[src/rtl/fser_pkg.sv]
package fser_pkg;

    typedef enum logic [1:0] {
        ST_OFF   = 2'd0,
        ST_TRAIN = 2'd1,
        ST_DATA  = 2'd2
    } fser_state_t;

endpackage

[src/rtl/fser_slot_counter.sv]
module fser_slot_counter #(
    parameter int FRAME_LEN = 12,
    parameter int CNT_W     = $clog2(FRAME_LEN)
) (
    input  logic             clk,
    input  logic             rst_n,
    input  logic             pwr_dn,
    output logic [CNT_W-1:0] slot,
    output logic             at_last
);
    localparam logic [CNT_W-1:0] LAST = CNT_W'(FRAME_LEN - 1);

    assign at_last = (slot == LAST);

    always_ff @(posedge clk or negedge rst_n) begin
        if (!rst_n) begin
            slot <= LAST;
        end else if (pwr_dn) begin
            slot <= LAST;
        end else if (at_last) begin
            slot <= '0;
        end else begin
            slot <= slot + CNT_W'(1);
        end
    end
endmodule

[src/rtl/fser_frame_fsm.sv]
module fser_frame_fsm
    import fser_pkg::*;
#(
    parameter int DATA_W = 10
) (
    input  logic              clk,
    input  logic              rst_n,
    input  logic              pwr_dn,
    input  logic              at_last,
    input  logic              sync_req,
    input  logic [DATA_W-1:0] word_in,
    output fser_state_t       state,
    output logic [DATA_W-1:0] hold_word,
    output logic              take
);
    fser_state_t state_nx;

    // boundary decision: leaves a frame only on the last slot
    always_comb begin
        state_nx = state;
        unique case (state)
            ST_OFF:   state_nx = sync_req ? ST_TRAIN : ST_DATA;
            ST_TRAIN: if (at_last && !sync_req) state_nx = ST_DATA;
            ST_DATA:  if (at_last && sync_req)  state_nx = ST_TRAIN;
            default:  state_nx = ST_OFF;
        endcase
        if (pwr_dn) state_nx = ST_OFF;
    end

    assign take = at_last && !pwr_dn && !sync_req;

    always_ff @(posedge clk or negedge rst_n) begin
        if (!rst_n) begin
            state     <= ST_OFF;
            hold_word <= '0;
        end else begin
            state <= state_nx;
            if (take) hold_word <= word_in;
        end
    end
endmodule

[src/rtl/fser_bit_mux.sv]
module fser_bit_mux
    import fser_pkg::*;
#(
    parameter int DATA_W    = 10,
    parameter int FRAME_LEN = DATA_W + 2,
    parameter int CNT_W     = $clog2(FRAME_LEN)
) (
    input  fser_state_t       state,
    input  logic [CNT_W-1:0]  slot,
    input  logic [DATA_W-1:0] hold_word,
    output logic              ser_bit,
    output logic              drv_en
);
    localparam logic [CNT_W-1:0] LAST = CNT_W'(FRAME_LEN - 1);
    localparam logic [CNT_W-1:0] HALF = CNT_W'(FRAME_LEN / 2);

    logic [DATA_W-1:0] shifted;

    assign shifted = hold_word >> (slot - CNT_W'(1));

    always_comb begin
        ser_bit = 1'b0;
        drv_en  = 1'b1;
        unique case (state)
            ST_OFF: begin
                ser_bit = 1'b0;
                drv_en  = 1'b0;
            end
            ST_TRAIN: ser_bit = (slot < HALF);
            ST_DATA: begin
                if (slot == '0)        ser_bit = 1'b1;
                else if (slot == LAST) ser_bit = 1'b0;
                else                   ser_bit = shifted[0];
            end
            default: begin
                ser_bit = 1'b0;
                drv_en  = 1'b0;
            end
        endcase
    end
endmodule

[src/rtl/frame_serializer.sv]
module frame_serializer
    import fser_pkg::*;
#(
    parameter int DATA_W = 10
) (
    input  logic              clk,
    input  logic              rst_n,
    input  logic              pwr_dn,
    input  logic              sync_req,
    input  logic [DATA_W-1:0] word_in,
    output logic              word_accept,
    output logic              ser_out,
    output logic              drv_en
);
    localparam int FRAME_LEN = DATA_W + 2;
    localparam int CNT_W     = $clog2(FRAME_LEN);

    logic [CNT_W-1:0]  slot;
    logic              at_last;
    fser_state_t       state;
    logic [DATA_W-1:0] hold_word;

    fser_slot_counter #(.FRAME_LEN(FRAME_LEN), .CNT_W(CNT_W)) u_cnt (
        .clk     (clk),
        .rst_n   (rst_n),
        .pwr_dn  (pwr_dn),
        .slot    (slot),
        .at_last (at_last)
    );

    fser_frame_fsm #(.DATA_W(DATA_W)) u_fsm (
        .clk       (clk),
        .rst_n     (rst_n),
        .pwr_dn    (pwr_dn),
        .at_last   (at_last),
        .sync_req  (sync_req),
        .word_in   (word_in),
        .state     (state),
        .hold_word (hold_word),
        .take      (word_accept)
    );

    fser_bit_mux #(.DATA_W(DATA_W), .FRAME_LEN(FRAME_LEN), .CNT_W(CNT_W)) u_mux (
        .state     (state),
        .slot      (slot),
        .hold_word (hold_word),
        .ser_bit   (ser_out),
        .drv_en    (drv_en)
    );
endmodule

[config.mk]
export PLATFORM = sky130hd
export DESIGN_NAME = frame_serializer
export DESIGN_NICKNAME = d
export VERILOG_FILES = /design/src/rtl/fser_pkg.sv /design/src/rtl/fser_slot_counter.sv /design/src/rtl/fser_frame_fsm.sv /design/src/rtl/fser_bit_mux.sv /design/src/rtl/frame_serializer.sv
export SDC_FILE = /design/constraint.sdc
export NUM_CORES = 1
export LEC_CHECK = 0
export BUFFER_PORTS_ARGS = -buffer_cell sky130_fd_sc_hd__clkbuf_2
export CORE_MARGIN = 2
export CORE_UTILIZATION = 58
export CTS_CLUSTER_DIAMETER = 60
export CTS_CLUSTER_SIZE = 10
export DETAILED_ROUTE_END_ITERATION = 8
export PLACE_DENSITY = 0.92
export SLEW_MARGIN = 5
export SYNTH_ARGS = -nofsm -noshare
export SYNTH_HDL_FRONTEND = slang
export SYNTH_HIERARCHICAL = 1
export SYNTH_SLANG_ARGS = --single-unit
[constraint.sdc]
create_clock -name clk -period 6.2 [get_ports clk]
set_clock_uncertainty 0.15 [all_clocks]
set_input_delay 1.24 -clock clk [delete_from_list [all_inputs] [get_ports clk]]
set_output_delay 1.24 -clock clk [all_outputs]
set_load 0.005 [all_outputs]
# Word-level counts from Yosys, hierarchy flattened
# Index checks and enable logic that the tools add are counted.
[word_totals] ff_bits=16 in_bits=14 elab_cells=33
[classes] n_addsub=2 magnitude_cmp=1 eq_ne=5 shift=1 mux=11 n_reduce_logical=10
[ops] cell="right shift 10 x 4 -> 1 bit" count=1
[ops] cell="2-to-1 mux 2 bit" count=4
[ops] cell="2-to-1 mux 4 bit" count=2
[ops] cell="inequality test 3 x 2 -> 1 bit, second input constant" count=2
[ops] cell="one-hot mux 2 bit (3 select lines)" count=1
[ops] cell="adder 4 x 1 -> 4 bit, second input constant" count=1
[ops] cell="equality test 4 bit, second input constant" count=1
[ops] cell="logical AND 1 bit" count=4
[ops] cell="logical NOT 4 bit" count=1
[ops] cell="< comparator 4 x 3 -> 1 bit, second input constant" count=1
[ops] cell="subtractor 4 x 1 -> 4 bit, second input constant" count=1
[ops] cell="2-to-1 mux 1 bit" count=3
[ops] cell="equality test 2 x 1 -> 1 bit, second input constant" count=1
[ops] cell="equality test 2 bit, second input constant" count=1
[ops] cell="logical NOT 1 bit" count=2
[ops] cell="logical NOT 2 bit" count=1
[ops] cell="one-hot mux 1 bit (2 select lines)" count=1
[ops] cell="AND reduction 2 bit" count=1
[ops] cell="OR reduction 2 bit" count=1

# Depth between registers and ports, before layout
# Gate-level depths: netlist of run 1.
[depth] depth_word=5 mapped_depth=8 mapped_depth_nobuf=7

# Cells and area by module
# Netlist of run 1, hierarchy kept.
[by_module_without_submodules] module="fser_frame_fsm" n_inst=1 cells_per_inst=33 area_per_inst_um2=493.0 seq_area_each_um2=300.3
[by_module_without_submodules] module="fser_bit_mux" n_inst=1 cells_per_inst=34 area_per_inst_um2=289.0 seq_area_each_um2=0.0
[by_module_without_submodules] module="fser_slot_counter" n_inst=1 cells_per_inst=17 area_per_inst_um2=193.9 seq_area_each_um2=103.8

# Worst setup path after synthesis of run 1
# Ideal clock, no wire load.
[synth_path] path_kind="register to output" startpoint="register u_cnt.slot[0]" endpoint="output ser_out" arrival_time_ps=1796 slack_ps=3014 stages_incl_launch_ff=9 n_path_buf=1 cell_sequence="dfstp_2 -> buf_6 -> inv_1 -> ha_1 -> a211oi_2 -> a21oi_1 -> nor3b_2 -> nor3_1 -> a2111oi_2"
[synth_via] elab_chain_len=5 elab_cells_between_ends=8 classes_between="add/sub: 1; order compare: 1; eq/ne: 1; shift: 1; mux: 3; reduce/logical: 1"
[synth_rtl] element="start, declared" line_no="fser_slot_counter.sv:8" rtl="output logic [CNT_W-1:0] slot,"
[synth_rtl] element="start signal, assigned" line_no="fser_slot_counter.sv:23" rtl="slot <= slot + CNT_W'(1);"
[synth_rtl] element="subtractor 4 x 1 -> 4 bit" line_no="fser_bit_mux.sv:19" rtl="assign shifted = hold_word >> (slot - CNT_W'(1));"
[synth_rtl] element="right shift 10 x 4 -> 1 bit" line_no="fser_bit_mux.sv:19"
[synth_rtl] element="2-to-1 mux 1 bit" line_no="fser_bit_mux.sv:32" rtl="else if (slot == LAST) ser_bit = 1'b0;"
[synth_rtl] element="2-to-1 mux 1 bit" line_no="fser_bit_mux.sv:31" rtl="if (slot == '0) ser_bit = 1'b1;"
[synth_rtl] element="one-hot mux 1 bit (2 select lines) (*)" line_no="fser_bit_mux.sv:24" rtl="unique case (state)"
[synth_rtl] element="end, declared" line_no="frame_serializer.sv:12" rtl="output logic ser_out,"
# Every way passes the cells marked *; elsewhere a longest branch is shown, timed or not.

# Final worst setup path of run 1
# Same ends and word-level chain as after synthesis.

==> results of run 1 <==
state kept, by name, summed over array words and instances, names as in the netlist:
signal and flops:
u_fsm/hold_word 10, u_cnt/slot 4, u_fsm/state 2
Yosys cell counts:
cell type,instances
dfrtp_1,13
inv_1,10
mux2_2,10
ha_1,5
nor2_1,5
a21oi_1,4
buf_6,3
dfstp_2,3
mux2i_1,3
nand2_1,3
o21ai_0,3
mux4_1,2
nand3_1,2
a2111oi_2,1
a211oi_2,1
a21boi_0,1
a31oi_1,1
nand2b_4,1
nor2_2,1
nor2b_1,1
nor3_1,1
nor3_2,1
nor3b_2,1
nor3b_4,1
o211ai_1,1
o21a_1,1
o21ai_2,1
o31ai_1,1
or2_2,1
or4_1,1
xnor2_1,1
cells in the final DEF, fill, tap and decap left out, types with 2 or more instances in the layout:
master and instances:
clkbuf_2 16, dfrtp_1 13, inv_1 10, mux2_2 10
nor2_1 5, ha_1 5, a21oi_1 4, clkbuf_4 3
mux2i_1 3, dfstp_2 3, nand2_1 3, o21ai_0 3
nand3_1 2, mux4_1 2
critical path: cells and delay by family, from the launching register on:
family	cells	cell delay, ns
buffers and inverters	2	0.24
and+or+nand+nor	2	0.26
AOI/OAI and AO/OA	3	0.60
adders and majority gates	1	0.28
DFF	1	0.68
per-layer routing:
layer	track usage (%)	wire, um
met4	8.82	27
met1	27.0	714
met2	34.0	910
met3	2.80	49
met5	0	0
per-stage QoR:
stage	setup slack, ns	hold slack (ns)	cells	power [uW]
floorplan	3.01	0.322	84	272
global placement	2.73	0.334	113	293
detailed placement	2.71	0.338	113	302
CTS	2.45	0.361	117	369
global route	2.22	0.368	117	393
finish	2.47	0.358	117	367
final cells by class:
| cell class | count | area, sq um | area share, % |
|---|---|---|---|
| sequential | 16 | 404 | 37.5 |
| inverter | 10 | 37.5 | 3.48 |
| timing repair buffer | 16 | 80.1 | 7.42 |
| multi-input combinational | 55 | 500 | 46.4 |
| clock buffer | 4 | 36.3 | 3.36 |
| tap | 16 | 20.0 | 1.86 |
worst paths after layout:
kind	startpoint	end	slack (ns)	cells after the start
setup / recovery	u_cnt/slot[0]	ser_out	2.47	8
hold / removal	u_fsm/hold_word[6]	u_fsm/hold_word[6]	0.36	1
setup reg to reg	u_cnt/slot[0]	u_fsm/hold_word[0]	3.79	5
hold reg to reg	u_fsm/hold_word[6]	u_fsm/hold_word[6]	0.36	1
max in group asynchronous	rst_n	u_cnt/slot[3]	4.87	1
min in group asynchronous	rst_n	u_fsm/hold_word[7]	0.71	1
power breakdown:
part | switching (uW) | total (uW) | internal (uW)
Combinational | 51.4 | 125 | 73.6
Clock | 31.8 | 67.5 | 35.7
Sequential | 29.0 | 174 | 145
Total | 112 | 367 | 255
cells by family after synthesis:
logic type | share of synthesized area [%]
multiplexers | 20.0
adder cells (fa/ha/maj) | 6.41
XOR/XNOR | 0.898
AND/OR/NAND/NOR | 12.9
buffers and inverters | 7.31
flip-flops | 41.4
AO/OA/AOI/OAI | 11.0
==> results.cfg, run 1 <==
[timing]
final_hold_viol_count = 0
timing.final.crit_share_pct = 60.2
rsz0062_at_grt = no
tns_ns = 0
max_freq_ghz = 0.268
setup_viol = 0
worst_slew_pin_slew_ns = 0.525
period_needed_ns = 3.73
maxSlewHeadroom_pct = 65.0
slew_violations = 0

[clocking]
post_cts_resized = 0
cts_tree = built
htreeDepth = 1
clock_path_buffers = 2
clkTransAtPathRegs_ns = 0.09
cts_setup_buffers = 0
insertion_delay_ns = 0.27
clkSinkCount = 16
numCtsBuffers = 3
cts_root_buf = clkbuf_4
hold_buffers = 0

[synth]
yosysTopAreaCellShare_pct = 33.3
synth_cell_type_count = 31
synth_seq_cells = 16
yosys.area.top_type = dfrtp_1
syn-mean-instance-area_sq_um = 11.6
yosysWarnings = 6
synth_nets = 103
netlist_top_cells_area = dfrtp_1 33%, mux2_2 12%, dfstp_2 8.1%, ha_1 6.4%, mux4_1 5.4%
synth_area_sq_um = 976
synthCells = 84
synth-seq-area-share_pct = 41.4

[hold_path]
worstHoldPathType = reg2reg

[critical_path]
critical_path_required_ns = 4.81
path_cells = inv_1 -> ha_1 -> a211oi_2 -> a21oi_1 -> nor3b_2 -> nor3_1 -> a2111oi_2 -> clkbuf_2
critPathKind = reg2out
crit_path_end_kind = primary output
cp_max_fo = 10
cp_slowest_cell = dfstp_2
worstPathArrival_ns = 2.34
max_stage_delay_ns = 0.68
crit_path_start_kind = register

[placed_design]
place.gp.congestion = 0.786
dpl-instance-area_sq_um = 1040
hpwl_um = 1340
io_buffers = 16

[drt]
wirelength_um = 1700
drt_iter0_drc = 10
via_per_inst = 5.71
routedWlPerCell_um = 14.5
vias = 668
firstDrtPassIters = 4
drc = 0
ant_nets = 0

[floorplan]
num_rows = 14
die_area_sq_um = 2030
die_y_um = 45.0
core_area_sq_um = 1540
start_util_pct = 63.3
io_pins = 17
die_w_um = 45.0

[layout]
drive_gt1_share_pct = 41.6
post-route-util_pct = 70.0
nets = 121
diodes = 0
final_area_sq_um = 1080
n_fill_cell = 109
syn_to_final_growth_pct = 10.5

[flow_run]
drv_cap = 0

[global_routing]
grt_usage_pct = 20.5
grt_max_degree = 17
grt-ovfl-total = 0
grt_pass1_vias = 717
grt_first_pass_wirelength_um = 2970
antenna_found_initial = 0

[pwr]
power_density_nw_per_um2 = 340
p_leak_uw = 0.000515
peakVddDrop_mv = 0.212

[run_status]
status = complete, no violations
(Power assumes the default switching activity.)
==> run 2: changes to the inputs <==
Settings changed: CORE_UTILIZATION 58 to 48, PLACE_DENSITY 0.92 to 0.83.
Clock period 6.2 ns to 3.35 ns, I/O delays scaled along.
==> run 2 against run 1 <==
- clock power rose by 87%
- global-route usage down 5.2 points
- die area grew 19%
- non-clock buffer count rose by 1
- wire length increased by 0.41%
- sequential power increased by 85%
- worst hold slack lost 0.22 ns
- final cell count rose by 10%
- sequential share of layout area fell by 0.72 points
- via count shrank 1.8%
==> results.cfg, run 2 (synthesized netlist as in run 1, its figures left out) <==
[pwr]
p_leak_uw = 0.000521
power_density_nw_per_um2 = 621
combPwrFrac_pct = 34.3
switchingPower_uw = 211
swShare_pct = 30.9
total_power_uw = 683
power_frac_clock_pct = 18.5
pwr-share-seq_pct = 47.2
intPower_uw = 472
peakVddDrop_mv = 0.320

[timing]
tns_ns = 0
rsz0062_at_grt = no
setup_viol = 0
slew_violations = 0
worst_slew_pin_slew_ns = 0.383
period_needed_ns = 3.16
maxSlewHeadroom_pct = 74.4
max_freq_ghz = 0.317
final_hold_viol_count = 0
timing.final.crit_share_pct = 94.2

[critical_path]
r2r_cells = 6
regToRegSetupSlack_ns = 1.02
reg2reg_from = u_cnt/slot[0]
critPathKind = reg2out
cp.buffers_inverters = 2
critical_path.top_delay_family = flip-flops
max_stage_delay_ns = 0.68
crit_path_start_kind = register
critical_path_required_ns = 2.53
path_cells = inv_1 -> ha_1 -> a211oi_2 -> a21oi_1 -> nor3b_2 -> nor3_1 -> a2111oi_2 -> clkbuf_2
worstPathArrival_ns = 2.34
cp_max_fo = 10
r2r_end = u_fsm/hold_word[2]
crit_path_end_kind = primary output
cp_slowest_cell = dfstp_2

[layout]
final_cell_mix = 16 x clkbuf_2, 13 x dfrtp_1, 10 x inv_1, 10 x mux2_2
largestRegisters = u_fsm/hold_word (10), u_cnt/slot (4), u_fsm/state (2)
drive_gt1_share_pct = 42.2
largest_register_ff_count = 10
nets = 122
final_area_sq_um = 1100
syn_to_final_growth_pct = 12.7
diodes = 0
largest-register = u_fsm/hold_word
post-route-util_pct = 56.6
n_fill_cell = 177
final_common_cell = clkbuf_2

[floorplan]
io_pins = 17
num_rows = 16
core_area_sq_um = 1940
die_y_um = 49.1
die_area_sq_um = 2410
die_w_um = 49.1
start_util_pct = 50.3

[run_status]
status = complete, no violations

[clocking]
numCtsBuffers = 3
htreeDepth = 1
clock_path_buffers = 2
cts_tree = built
clkTransAtPathRegs_ns = 0.10
cts_setup_buffers = 0
insertion_delay_ns = 0.28
post_cts_resized = 0
hold_buffers = 0
cts_root_buf = clkbuf_4
clkSinkCount = 16

[placed_design]
io_buffers = 16
hpwl_um = 1320
place.gp.congestion = 0.785
dpl-instance-area_sq_um = 1060

[hold_path]
worstHoldPathType = in2async

[global_routing]
grt_usage_pct = 15.3
grt_pass1_vias = 645
grt_first_pass_wirelength_um = 2850
grt_max_degree = 17
antenna_found_initial = 0
grt-ovfl-total = 0

[drt]
via_per_inst = 5.09
drc = 0
ant_nets = 0
vias = 656
drt_iter0_drc = 10
routedWlPerCell_um = 13.2
wirelength_um = 1710
firstDrtPassIters = 4

[flow_run]
drv_cap = 0
## run 2: changes by cell type in the layout (fill, tap and decap cells not counted)
cell | previous run | this run
buf_4 | 0 | 1
## run 2: routing by layer
metal  up-vias  global-route usage [%]  routed length, um
met5         -                       0                  0
met4         0                    5.71                 19
met3         2                    1.84                 28
met2        10                    25.2                869
met1       312                    20.6                789
li1        332                       -                  -
## run 2: how the worst max path moves through the flow
stage | startpoint | end | slack [ns] | cells after the start
2_1_floorplan | u_cnt/slot[0] | ser_out | 0.73 | 8
3_3_place_gp | u_cnt/slot[0] | ser_out | 0.58 | 8
3_5_place_dp | u_cnt/slot[0] | ser_out | 0.53 | 8
4_1_cts | u_cnt/slot[0] | ser_out | 0.19 | 8
5_1_grt | u_cnt/slot[0] | ser_out | 0.04 | 8
6_report | u_cnt/slot[0] | ser_out | 0.19 | 8
## run 2: layout make-up
| type | count | area, sq um | share of cell area [%] |
|---|---|---|---|
| flip-flops and latches | 16 | 404 | 36.7 |
| multi-input cells | 55 | 500 | 45.5 |
| inverters | 10 | 37.5 | 3.41 |
| repair buffers | 17 | 87.6 | 7.96 |
| well taps | 27 | 33.8 | 3.07 |
| clock buffers | 4 | 36.3 | 3.30 |
## run 2: per-stage QoR
step	setup WS [ns]	hold slack (ns)	instances
2_1_floorplan	0.734	0.224	84
5_1_grt	0.0374	0.157	129
3_5_place_dp	0.529	0.344	125
4_1_cts	0.194	0.144	129
6_report	0.193	0.138	129
3_3_place_gp	0.581	0.334	125
## run 2: power by group through the flow
stage               logic, uW  clock network, uW  registers (uW)
finish                    234                126             322
floorplan                 199                  0             304
CTS                       236                131             322
global route              259                141             330
global placement          222                  0             324
detailed placement        234                  0             326
